**config.mk**
```make
export PLATFORM = sky130hd
export DESIGN_NAME = fsync_unit
export DESIGN_NICKNAME = d
export VERILOG_FILES = /design/src/rtl/fsync_unit.sv
export SDC_FILE = /design/constraint.sdc
export NUM_CORES = 1
export LEC_CHECK = 0
export BUFFER_PORTS_ARGS = -buffer_cell sky130_fd_sc_hd__buf_2
export CORE_MARGIN = 1
export CORE_UTILIZATION = 49
export CTS_CLUSTER_DIAMETER = 60
export CTS_CLUSTER_SIZE = 28
export DETAILED_ROUTE_END_ITERATION = 8
export PLACE_DENSITY = 0.73
export SETUP_SLACK_MARGIN = 0.05
export SLEW_MARGIN = 15
export SYNTH_ARGS = -nofsm -noshare
export SYNTH_HDL_FRONTEND = slang
export SYNTH_SLANG_ARGS = --single-unit
```
**constraint.sdc**
```tcl
create_clock -name clk -period 1.8 [get_ports clk]
set_clock_uncertainty 0.15 [all_clocks]
set_input_delay 0.09 -clock clk [delete_from_list [all_inputs] [get_ports clk]]
set_output_delay 0.09 -clock clk [all_outputs]
set_load 0.01 [all_outputs]
```
**src/rtl/fsync_unit.sv**
```systemverilog
module fsync_unit #(
  parameter int LONG_CLKS  = 8,
  parameter int SLOW_FRAME = 256,
  parameter int FAST_FRAME = 512,
  localparam int CW = $clog2(FAST_FRAME)
) (
  input  logic clk,
  input  logic rst_n,
  input  logic master,
  input  logic fast_rate,
  input  logic long_req,
  input  logic tsa_en,
  input  logic fs_in,
  output logic fs_out,
  output logic frame_start,
  output logic long_det,
  output logic long_err,
  output logic sync_err
);

  logic [CW-1:0] cnt, cnt_n, last;
  logic fs_prev, wide, rise, long_eff, wrap;

  assign last     = fast_rate ? CW'(FAST_FRAME - 1) : CW'(SLOW_FRAME - 1);
  assign rise     = fs_in & ~fs_prev;
  assign long_eff = long_req & ~tsa_en;
  assign cnt_n    = ((!master && rise) || cnt >= last) ? '0 : cnt + 1'b1;
  assign wrap     = (cnt_n == '0);
  assign long_err = tsa_en & (master ? long_req : long_det);

  always_ff @(posedge clk) begin
    if (!rst_n) begin
      cnt         <= '1;
      fs_prev     <= 1'b0;
      wide        <= 1'b0;
      fs_out      <= 1'b0;
      frame_start <= 1'b0;
      long_det    <= 1'b0;
      sync_err    <= 1'b0;
    end else begin
      cnt         <= cnt_n;
      fs_prev     <= fs_in;
      fs_out      <= master & (wrap | (long_eff & (cnt_n < CW'(LONG_CLKS))));
      frame_start <= master ? wrap : rise;
      sync_err    <= ~master & fs_in & fs_prev & wrap;
      if (rise)        wide <= 1'b0;
      else if (fs_in)  wide <= 1'b1;
      if (master)                 long_det <= long_eff;
      else if (~fs_in & fs_prev)  long_det <= wide;
    end
  end

endmodule


```
==> results of run 1 <==
==> path summary, 6_finish.rpt <==
path                       endpoint  depth (start not counted)  slack (ns)         startpoint
max          frame_start$_SDFF_PN0_                          6       -0.09  cnt[2]$_SDFF_PN1_
min           long_det$_SDFFE_PN0P_                          4        0.07           long_req
max reg2reg  frame_start$_SDFF_PN0_                          6       -0.09  cnt[2]$_SDFF_PN1_
min reg2reg       wide$_SDFFE_PP0P_                          2        0.38  wide$_SDFFE_PP0P_
==> through the flow <==
| step | std cells | setup TNS [ns] | area [um^2] |
|---|---|---|---|
| after floorplan | 92 | -0.132 | 830 |
| after global placement | 123 | 0 | 940 |
| after detailed placement | 123 | 0 | 940 |
| after CTS | 131 | 0 | 1030 |
| after global routing | 132 | -0.256 | 1100 |
| final | 132 | -0.125 | 1100 |
==> routing by layer <==
metal	vias to the layer above	share of wire	global-route usage
li1	381	-	-
met1	377	0.44	0.286
met2	16	0.50	0.352
met3	7	0.024	0.0255
met4	0	0.029	0.109
met5	-	0	0
==> logic make-up (layout without fill, tap and decap cells) <==
group	count (synthesis)	in the layout	share of synthesized area
AOI/OAI and AO/OA	26	26	0.233
xor gates and xnor gates	6	6	0.0636
adders and majority gates	2	2	0.0303
buffers and inverters	10	34	0.0621
DFF	15	15	0.364
muxes	1	1	0.0121
and+or+nand+nor	32	32	0.235
==> layout make-up <==
| class | count | area share |
|---|---|---|
| tap | 16 | 0.0182 |
| clock buffer | 4 | 0.0238 |
| inverter | 5 | 0.0170 |
| timing repair buffer | 25 | 0.169 |
| sequential | 15 | 0.275 |
| multi-input combinational | 67 | 0.497 |
==> cell usage in the layout (no fill, tap or decap), types with 3 or more instances in the layout <==
master,instances
dfxtp_1,13
buf_2,11
buf_4,8
nand2_1,6
o21ai_1,6
inv_1,5
nor3_1,4
dlygate4sd3_1,4
nor2_1,3
nand3_1,3
xor2_1,3
and2_1,3
xnor2_1,3
nor2b_1,3
clkbuf_4,3
==> state kept, by name, indices dropped and copies added, names as in the netlist <==
register	count
fs_out	1
long_det	1
cnt	9
frame_start	1
wide	1
fs_prev	1
sync_err	1
==> what timing repair did <==
item / CTS / global route
pin swaps: 1 / 2
setup buffers: 0 / 1
resized for setup: 3 / 10
endpoints found under the setup margin: 4 / 5
hold buffers: 4 / 0
hold endpoints to repair: 13 / 0
==> power groups by stage <==
stage                     combinational [mW]  sequential [mW]  clock (mW)
after floorplan                        0.211            0.399           0
after global placement                 0.279            0.405           0
after detailed placement               0.283            0.406           0
after CTS                              0.302            0.401       0.201
after global routing                   0.395            0.408       0.208
final                                  0.369            0.403       0.197
==> worst register-to-register path: cells and delay by family (launching register included) <==
kind,cells,cell delay (ns)
AO/OA/AOI/OAI,4,0.78
buffers and inverters,1,0.17
flip-flops,1,0.35
AND/OR/NAND/NOR,1,0.36
==> Flow_metrics.wiki, run 1 <==
{| class="wikitable"
! Metric !! Value
|-
| Type of the worst setup path || flop to flop
|-
| Count of flip-flops with a built-in enable after synthesis || 0
|-
| Ordered cell list for the critical path || buf_4 > a311oi_1 > a41oi_1 > nor3_1 > o21ai_2 > o31ai_1
|-
| Summed instance area of the synthesized netlist || about 830 um^2
|-
| CTS H-tree depth || 1
|-
| Synth area leaders || dfxtp_1, o21ai_1, xnor2_1, xor2_1, ha_1
|-
| Sequential cell fraction of total power || 0.416
|-
| Library cells used by synthesis || 42
|-
| Flip-flop cell with the highest count after synthesis || dfxtp_1
|-
| TritonCTS clock tree || yes
|-
| Sum of net half-perimeters after detailed placement || ~1200 um
|-
| Clock sinks || 15
|-
| Via count of the first global-routing pass || 708
|-
| Worst Setup Start Kind || flop
|-
| Setup repair after global routing missed its margin || true
|-
| Final core area utilization || 0.715
|-
| Average instance area after synthesis || 8.98 um^2
|-
| Part of the power in the clock network || 0.203
|-
| Synth async-reset ratio || 0
|-
| Largest area contributor in the synthesized netlist || dfxtp_1
|-
| Pre-CTS setup slack || around 0.030 ns
|-
| Ports placed on the boundary || 12
|-
| Class of the tightest hold or removal check || input pin to flop
|-
| Drt via density || 5.92
|-
| Number of violations reported at the end of detailed-routing iteration 0 || 21
|-
| Number of port buffers || 11
|-
| WL final || 2110 um
|-
| Most instantiated library cell after synthesis || dfxtp_1
|-
| Clock Latency Late Sink || 0.29 ns
|-
| Combined area of the multi-input logic cells || around 550 um^2
|-
| Std-Cell Core Area || 0.00154 mm^2
|-
| Result of the run || finished with violations
|-
| Pin count of the biggest net entering global routing || 15
|-
| Final Setup Violations || 4
|-
| Hold slack final || roughly 0.066 ns
|-
| Flop and latch count out of synthesis || 15
|-
| Switch share || 0.351
|-
| Crit path largest cell delay || ~0.36 ns
|-
| Starting density of the core || 0.536
|-
| Maximum vdd drop || between 0.6 and 0.7 mV
|-
| GRT Total Usage || 0.218
|-
| Worst setup EP type || flop
|-
| Kind of cell adding the most delay to the critical path || compound AO/OA/AOI/OAI gates
|-
| Area share of the largest cell type after synthesis || 0.364
|-
| F_max || approximately 530 MHz
|-
| Ratio of cells with drive above 1 in the final layout || 0.336
|-
| Actual transition at the worst max-transition pin || 0.398 ns
|-
| Post-synthesis instance total || 92
|-
| Combinational power share || 0.381
|-
| Violations in the final reports || setup timing
|-
| Part of the cycle the worst path needs || 1.05
|-
| Static leakage || between 0.4 and 0.5 nW
|-
| Post-Syn Nets || between 100 and 150
|-
| Inserted Clock Buffers || 3
|-
| Count of pins over their slew limit || 0
|-
| Total grt overflow || 0
|-
| Initial antenna violation count || 0
|-
| Syn. warnings || 0
|-
| Total number of vias || 781
|-
| Time the final worst path needs with I/O delays and setup || ~1.9 ns
|-
| Switching power total || 0.340 mW
|-
| Power after layout || 0.969 mW
|-
| Max Fanout on Critical Path || 8
|-
| Area occupied by registers || 303 um^2
|-
| Cell Rows || 14
|-
| Slowest library cell on the worst path || nor3_1
|-
| Max_slew headroom || 0.733
|-
| First drt pass iteration count || 4
|-
| DRC violation count after routing || 0
|-
| Number of antenna diodes || 0
|-
| CTS clock-pin slew for the worst setup and hold paths || 0.09 ns
|-
| Wire length of the first global-routing pass || roughly 3000 um
|-
| Ratio of total power to cell area || 879 mW/mm^2
|-
| Portion of the post-synthesis area used by sequential elements || 0.364
|-
| Arrival time at the worst endpoint || 1.94 ns
|-
| Die ar. || approximately 0.0019 mm^2
|-
| Die height || around 43 um
|-
| Routed wirelength normalized by instance count || 16.0 um
|-
| Final hold violation count || 0
|-
| Net count, final || 126
|-
| Antenna-violating nets left || 0
|-
| Final GP Congestion || 0.857
|-
| Max-cap viol count || 0
|-
| Maximum clock insertion buffer count || 2
|-
| Clock Tree Root || clkbuf_4
|-
| Layout fillers || 115
|-
| Required time worst endpoint || 1.85 ns
|-
| Most instantiated cells after synthesis || dfxtp_1, o21ai_1, nand2_1
|-
| Design internal power || 0.629 mW
|-
| Setup slack of the critical path after layout || -0.0864 ns
|-
| Signed area change from the synthesized netlist to the final layout || 33.5%
|-
| CP Buf/Inv Count || 1
|-
| Horizontal die dimension || 43.1 um
|}
Power figures use the tool's default switching activity.
==> inputs of run 2 (changes only) <==
Settings changed: CELL_PAD_IN_SITES_DETAIL_PLACEMENT set to 0, CELL_PAD_IN_SITES_GLOBAL_PLACEMENT set to 1, CORE_UTILIZATION 49 to 37, PLACE_DENSITY 0.73 to 0.72.
==> Flow_metrics.wiki, run 2 (synthesis results as in run 1) <==
{| class="wikitable"
! Metric !! Value
|-
| Critical Path End || frame_start$_SDFF_PN0_
|-
| DRC violation count after routing || 0 (unchanged)
|-
| Signed area change from the synthesized netlist to the final layout || 36.1%
|-
| Maximum clock insertion buffer count || 2 (unchanged)
|-
| Maximum vdd drop || 0.665 mV (+1.7%)
|-
| Clock sinks || 15 (unchanged)
|-
| Final Setup Violations || 0 (-4)
|-
| Routed wirelength normalized by instance count || 12.6 um (-21%)
|-
| Slack of the worst reg-to-reg path || 0.05 ns (+0.14 ns)
|-
| Sequential cell fraction of total power || 0.424 (+0.008)
|-
| Final hold violation count || 0 (unchanged)
|-
| CTS H-tree depth || 1 (unchanged)
|-
| Number of port buffers || 11 (unchanged)
|-
| Antenna-violating nets left || 0 (unchanged)
|-
| Total number of vias || 755 (-3.3%)
|-
| F_max || 571 MHz (+7.8%)
|-
| Part of the power in the clock network || 0.208 (+0.005)
|-
| Static leakage || 0.454 nW (+0.79%)
|-
| Starting density of the core || 0.408 (-0.127)
|-
| Worst Setup Start Kind || flop
|-
| Die height || 49.2 um (+14%)
|-
| Finished Layout Cells || 144 (+9.1%)
|-
| GRT Total Usage || 0.162 (-0.0561)
|-
| Highest-count cells in the layout ignoring fill and taps || dfxtp_1, buf_2, buf_4
|-
| Ports placed on the boundary || 12 (unchanged)
|-
| Setup repair after global routing missed its margin || true
|-
| Number of violations reported at the end of detailed-routing iteration 0 || 6 (-71%)
|-
| Highest routed layer || met4
|-
| Clock Tree Root || clkbuf_4
|-
| Switch share || 0.346 (-0.00507)
|-
| Part of the cycle the worst path needs || 0.972 (-0.0755)
|-
| Required time worst endpoint || 1.84 ns (about the same)
|-
| Inserted Clock Buffers || 3 (unchanged)
|-
| Wire length of the first global-routing pass || 3010 um (-0.92%)
|-
| Die ar. || 0.00242 mm^2 (+31%)
|-
| WL final || 1810 um (-14%)
|-
| Worst setup EP type || flop
|-
| Final core area utilization || 0.556 (-0.159)
|-
| Accumulated negative setup slack || 0 ns (+0.125 ns)
|-
| Std-Cell Core Area || 0.00202 mm^2 (+31%)
|-
| Sum of net half-perimeters after detailed placement || 1260 um (+9.0%)
|-
| Horizontal die dimension || 49.2 um (+14%)
|-
| Class of the tightest hold or removal check || input pin to flop
|-
| Launch point of the worst reg-to-reg path || cnt[1]$_SDFF_PN1_
|-
| Register containing the most flip-flops in the final layout || cnt
|-
| Switching power total || 0.330 mW (-2.9%)
|-
| Combinational power share || 0.369 (-0.012)
|-
| Arrival time at the worst endpoint || 1.79 ns (-0.15 ns)
|-
| First drt pass iteration count || 4 (unchanged)
|-
| Worst Reg-to-Reg Cells || 6 (unchanged)
|-
| Drt via density || 5.24 (-11%)
|-
| Hold slack final || 0.0551 ns (-0.0110 ns)
|-
| Met3 wire length || 70 um (+40%)
|-
| Net count, final || 127 (+0.79%)
|-
| Total routed wire length on the met1 layer || 837 um (-11%)
|-
| Count of pins over their slew limit || 0 (unchanged)
|-
| CTS clock-pin slew for the worst setup and hold paths || 0.09 ns (about the same)
|-
| Final GP Congestion || 0.720 (-16%)
|-
| Max Fanout on Critical Path || 4 (-4)
|-
| Critical register-to-register path endpoint || frame_start$_SDFF_PN0_
|-
| Cell Rows || 16 (+2)
|-
| Actual transition at the worst max-transition pin || 0.405 ns (+0.00659 ns)
|-
| Result of the run || completed
|-
| Ratio of cells with drive above 1 in the final layout || 0.376 (+0.0399)
|-
| Max_slew headroom || 0.728 (-0.00442)
|-
| Via count of the first global-routing pass || 759 (+7.2%)
|-
| Pin count of the biggest net entering global routing || 15 (unchanged)
|-
| Ratio of total power to cell area || 850 mW/mm^2 (-3.3%)
|-
| TritonCTS clock tree || yes
|-
| Placed insts || 135 (+9.8%)
|-
| Total grt overflow || 0 (unchanged)
|-
| Design internal power || 0.625 mW (-0.69%)
|-
| Number of flip-flops in the largest register || 9 (unchanged)
|-
| Power after layout || 0.955 mW (-1.5%)
|-
| Cell count of the worst hold path || 4 (unchanged)
|-
| Startpoint of the lowest-slack hold path || long_req
|-
| Routed length on met2 || 883 um (-17%)
|-
| Initial antenna violation count || 0 (unchanged)
|-
| Time the final worst path needs with I/O delays and setup || 1.75 ns (-0.136 ns)
|-
| Number of antenna diodes || 0 (unchanged)
|-
| Max-cap viol count || 0 (unchanged)
|-
| Startpoint of the worst setup timing path || cnt[1]$_SDFF_PN1_
|-
| Type of the worst setup path || flop to flop
|-
| Clock Latency Late Sink || 0.29 ns (about the same)
|}
[run 2: final cells by class]
cell class | count | area (um^2)
clock inverter | 1 | 5.00
timing repair buffer | 26 | 185
multi-input combinational | 67 | 553
clock buffer | 3 | 22.5
fill | 204 | 898
inverter | 5 | 18.8
tap | 27 | 33.8
sequential | 15 | 305
[run 2: power by group through the flow]
| stage | combinational, mW | sequential, mW | clock [mW] |
|---|---|---|---|
| floorplan | 0.211 | 0.399 | 0 |
| global placement | 0.290 | 0.404 | 0 |
| detailed placement | 0.291 | 0.405 | 0 |
| CTS | 0.318 | 0.403 | 0.207 |
| global route | 0.388 | 0.409 | 0.221 |
| finish | 0.352 | 0.405 | 0.198 |
[run 2: critical path: stages, from the launching register on]
cell and delay (ns):
dfxtp_2 0.35, ha_4 0.16, a21o_1 0.18, nand4_2 0.07, or4b_4 0.48, a21boi_4 0.18
o31ai_2 0.09
[run 2: worst min path at each step]
stage | end | slack, ns
global placement | fs_prev$_SDFF_PN0_ | 0.23
floorplan | cnt[8]$_SDFF_PN1_ | 0.01
global route | long_det$_SDFFE_PN0P_ | 0.08
finish | long_det$_SDFFE_PN0P_ | 0.06
detailed placement | fs_prev$_SDFF_PN0_ | 0.24
CTS | long_det$_SDFFE_PN0P_ | 0.05
[run 2: repair_timing]
| item | in CTS | in global routing |
|---|---|---|
| hold buffers | 4 | 0 |
| gates resized for setup | 7 | 9 |
| pin swaps | 2 | 4 |
| endpoints found under the setup margin | 2 | 5 |
| setup buffers | 0 | 1 |
| hold endpoints to repair | 14 | 0 |
[run 2: per-layer routing]
metal | global-route usage | vias up
met5 | 0 | -
met4 | 0.0441 | 0
met3 | 0.0654 | 4
met2 | 0.301 | 16
met1 | 0.164 | 349
li1 | - | 386
[run 2: through the flow]
stage | cell area (um^2) | setup slack (ns)
after floorplan | 830 | -0.0480
after global placement | 961 | 0.0799
after detailed placement | 961 | 0.0500
after CTS | 1070 | 0.0456
after global routing | 1120 | -0.0153
final | 1120 | 0.0496
==> inputs of run 3 (changes only) <==
Settings changed: ABC_AREA set to 1, CORE_UTILIZATION 37 to 34.
==> Flow_metrics.wiki, run 3 <==
{| class="wikitable"
! Metric !! Value
|-
| Area occupied by registers || 307 um^2 (+0.41%)
|-
| Worst setup EP type || flop
|-
| Signed area change from the synthesized netlist to the final layout || 33.3%
|-
| Maximum clock insertion buffer count || 2 (unchanged)
|-
| Power after layout || 0.937 mW (-1.8%)
|-
| Synth area leaders || dfxtp_1, nand2_1, inv_1, nand3_1, nor2_2
|-
| Post-Syn Nets || 139 (+38%)
|-
| Std-Cell Core Area || 0.00230 mm^2 (+14%)
|-
| Max-cap viol count || 0 (unchanged)
|-
| Commonest non-fill, non-tap cell in the layout || nand2_1
|-
| Clock Tree Root || clkbuf_4
|-
| Drt via density || 4.57 (-13%)
|-
| Type of the worst setup path || flop to flop
|-
| Number of flip-flops in the largest register || 9 (unchanged)
|-
| Register containing the most flip-flops in the final layout || cnt
|-
| Combinational power share || 0.368 (about the same)
|-
| Part of the power in the clock network || 0.207 (about the same)
|-
| Pre-CTS setup slack || 0.0746 ns (+0.0246 ns)
|-
| Post-synthesis instance total || 130 (+41%)
|-
| Required time worst endpoint || 1.88 ns (+0.04 ns)
|-
| Final Setup Violations || 0 (unchanged)
|-
| Part of the cycle the worst path needs || 0.932 (-0.0406)
|-
| First drt pass iteration count || 4 (unchanged)
|-
| CTS H-tree depth || 1 (unchanged)
|-
| CTS clock-pin slew for the worst setup and hold paths || 0.09 ns (about the same)
|-
| Static leakage || 0.595 nW (+31%)
|-
| Horizontal die dimension || 52.1 um (+5.7%)
|-
| Die ar. || 0.00271 mm^2 (+12%)
|-
| Starting density of the core || 0.371 (-0.0375)
|-
| Most instantiated cells after synthesis || nand2_1, inv_1, dfxtp_1
|-
| Actual transition at the worst max-transition pin || 0.281 ns (-0.124 ns)
|-
| Die height || 52.1 um (+5.7%)
|-
| Largest area contributor in the synthesized netlist || dfxtp_1
|-
| Ports placed on the boundary || 12 (unchanged)
|-
| Average instance area after synthesis || 6.55 um^2 (-27%)
|-
| Maximum vdd drop || 0.543 mV (-18%)
|-
| Net count, final || 160 (+26%)
|-
| Most instantiated library cell after synthesis || nand2_1
|-
| Clock sinks || 15 (unchanged)
|-
| F_max || 596 MHz (+4.4%)
|-
| Accumulated negative setup slack || 0 ns (unchanged)
|-
| Placed insts || 168 (+24%)
|-
| Sequential cell fraction of total power || 0.425 (about the same)
|-
| Routed wirelength normalized by instance count || 10.5 um (-17%)
|-
| Layout fillers || 222 (+8.8%)
|-
| Number of violations reported at the end of detailed-routing iteration 0 || 11 (+5)
|-
| Sum of net half-perimeters after detailed placement || 1330 um (+5.6%)
|-
| Arrival time at the worst endpoint || 1.76 ns (-0.03 ns)
|-
| WL final || 1870 um (+3.0%)
|-
| Ordered cell list for the critical path || ha_4 > nand2_1 > nor2_2 > buf_4 > nand2_4 > nand3_4 > nand3_2 > nor2_4 > nand2_1 > nor2_1
|-
| TritonCTS clock tree || yes
|-
| Portion of the post-synthesis area used by sequential elements || 0.352 (-0.0112)
|-
| Max Fanout on Critical Path || 3 (-1)
|-
| Switch share || 0.374 (+0.0281)
|-
| Design internal power || 0.587 mW (-6.0%)
|-
| Setup slack of the critical path after layout || 0.123 ns (+0.0730 ns)
|-
| Antenna-violating nets left || 0 (unchanged)
|-
| Total grt overflow || 0 (unchanged)
|-
| Cell Rows || 17 (+1)
|-
| Max_slew headroom || 0.812 (+0.0838)
|-
| Ratio of total power to cell area || 825 mW/mm^2 (-2.9%)
|-
| Summed instance area of the synthesized netlist || 852 um^2 (+3.2%)
|-
| Count of flip-flops with a built-in enable after synthesis || 0 (unchanged)
|-
| Highest-count cells in the layout ignoring fill and taps || nand2_1, inv_1, dfxtp_1
|-
| Library cells used by synthesis || 18 (-57%)
|-
| Worst Setup Start Kind || flop
|-
| Synth async-reset ratio || 0 (unchanged)
|-
| Result of the run || completed
|-
| Initial antenna violation count || 0 (unchanged)
|-
| DRC violation count after routing || 0 (unchanged)
|-
| Finished Layout Cells || 178 (+24%)
|-
| Ratio of cells with drive above 1 in the final layout || 0.327 (-0.0494)
|-
| Time the final worst path needs with I/O delays and setup || 1.68 ns (-0.0730 ns)
|-
| Cell occurring most often along the worst timing path || nand2_1
|-
| Class of the tightest hold or removal check || input pin to flop
|-
| Final GP Congestion || 0.796 (+11%)
|-
| Clock Latency Late Sink || 0.28 ns (about the same)
|-
| Area share of the largest cell type after synthesis || 0.352 (-0.0112)
|-
| Flop and latch count out of synthesis || 15 (unchanged)
|-
| GRT Total Usage || 0.154 (-0.00826)
|-
| Pin count of the biggest net entering global routing || 15 (unchanged)
|-
| Syn. warnings || 0 (unchanged)
|-
| Switching power total || 0.350 mW (+6.2%)
|-
| Number of antenna diodes || 0 (unchanged)
|-
| Wire length of the first global-routing pass || 2950 um (-2.1%)
|-
| Count of pins over their slew limit || 0 (unchanged)
|-
| Crit path largest cell delay || 0.35 ns (-0.13 ns)
|-
| Inserted Clock Buffers || 3 (unchanged)
|-
| Via count of the first global-routing pass || 737 (-2.9%)
|-
| Flip-flop cell with the highest count after synthesis || dfxtp_1
|-
| Combined area of the multi-input logic cells || 559 um^2 (+1.1%)
|-
| Slowest library cell on the worst path || dfxtp_2
|-
| Total number of vias || 814 (+7.8%)
|-
| Final hold violation count || 0 (unchanged)
|-
| Setup repair after global routing missed its margin || false
|-
| Number of port buffers || 11 (unchanged)
|}
[run 3: timing repair]
action                                  CTS  global route
hold buffers                              4             0
resized for setup                         0            24
endpoints found under the hold margin    14             0
endpoints found under the setup margin    0             3
setup buffers                             0             2
[run 3: kinds of logic after synthesis]
family	share of synthesized area
adder cells (fa/ha/maj)	0.0294
buffers and inverters	0.101
XOR/XNOR	0.0308
AO/OA/AOI/OAI	0.0705
flip-flops	0.352
AND/OR/NAND/NOR	0.416
[run 3: per-layer routing]
layer	track usage	routed length, um
met1	0.179	876
met4	0.0946	30
met2	0.265	926
met5	0	0
met3	0.0175	32
[run 3: stage by stage]
stage,util,hold WS [ns],area (um^2)
floorplan,-,0.0292,852
global placement,0.408,0.209,938
detailed placement,0.408,0.209,938
CTS,0.438,0.0683,1010
global route,0.495,0.138,1140
finish,0.495,0.0842,1140
[run 3: worst max-delay path, delay by kind of cell (launching register included)]
family / cells / cell delay, ns
AND/OR/NAND/NOR: 8 / 0.73
flip-flops: 1 / 0.35
buffers and inverters: 1 / 0.13
adder cells (fa/ha/maj): 1 / 0.26
[run 3: area by class of cell]
type,count,area share
Inverter,22,0.0749
Clock inverter,1,0.00441
Tap cell,28,0.0308
Multi-Input combinational cell,92,0.492
Timing Repair Buffer,17,0.108
Clock buffer,3,0.0198
Sequential cell,15,0.270
[run 3: path summary, 6_finish.rpt]
check	start	end	slack, ns	cells past startpoint
setup reg to reg	cnt[8]$_SDFF_PN1_	sync_err$_SDFF_PN0_	0.12	10
setup / recovery	cnt[8]$_SDFF_PN1_	sync_err$_SDFF_PN0_	0.12	10
hold reg to reg	fs_prev$_SDFF_PN0_	sync_err$_SDFF_PN0_	0.33	2
hold / removal	long_req	long_det$_SDFFE_PN0P_	0.08	5
[run 3: power by group through the flow]
stage	combinational [mW]	clock (mW)	sequential (mW)
floorplan	0.209	0	0.397
global placement	0.267	0	0.401
detailed placement	0.263	0	0.401
CTS	0.271	0.202	0.393
global route	0.386	0.218	0.404
finish	0.345	0.194	0.399
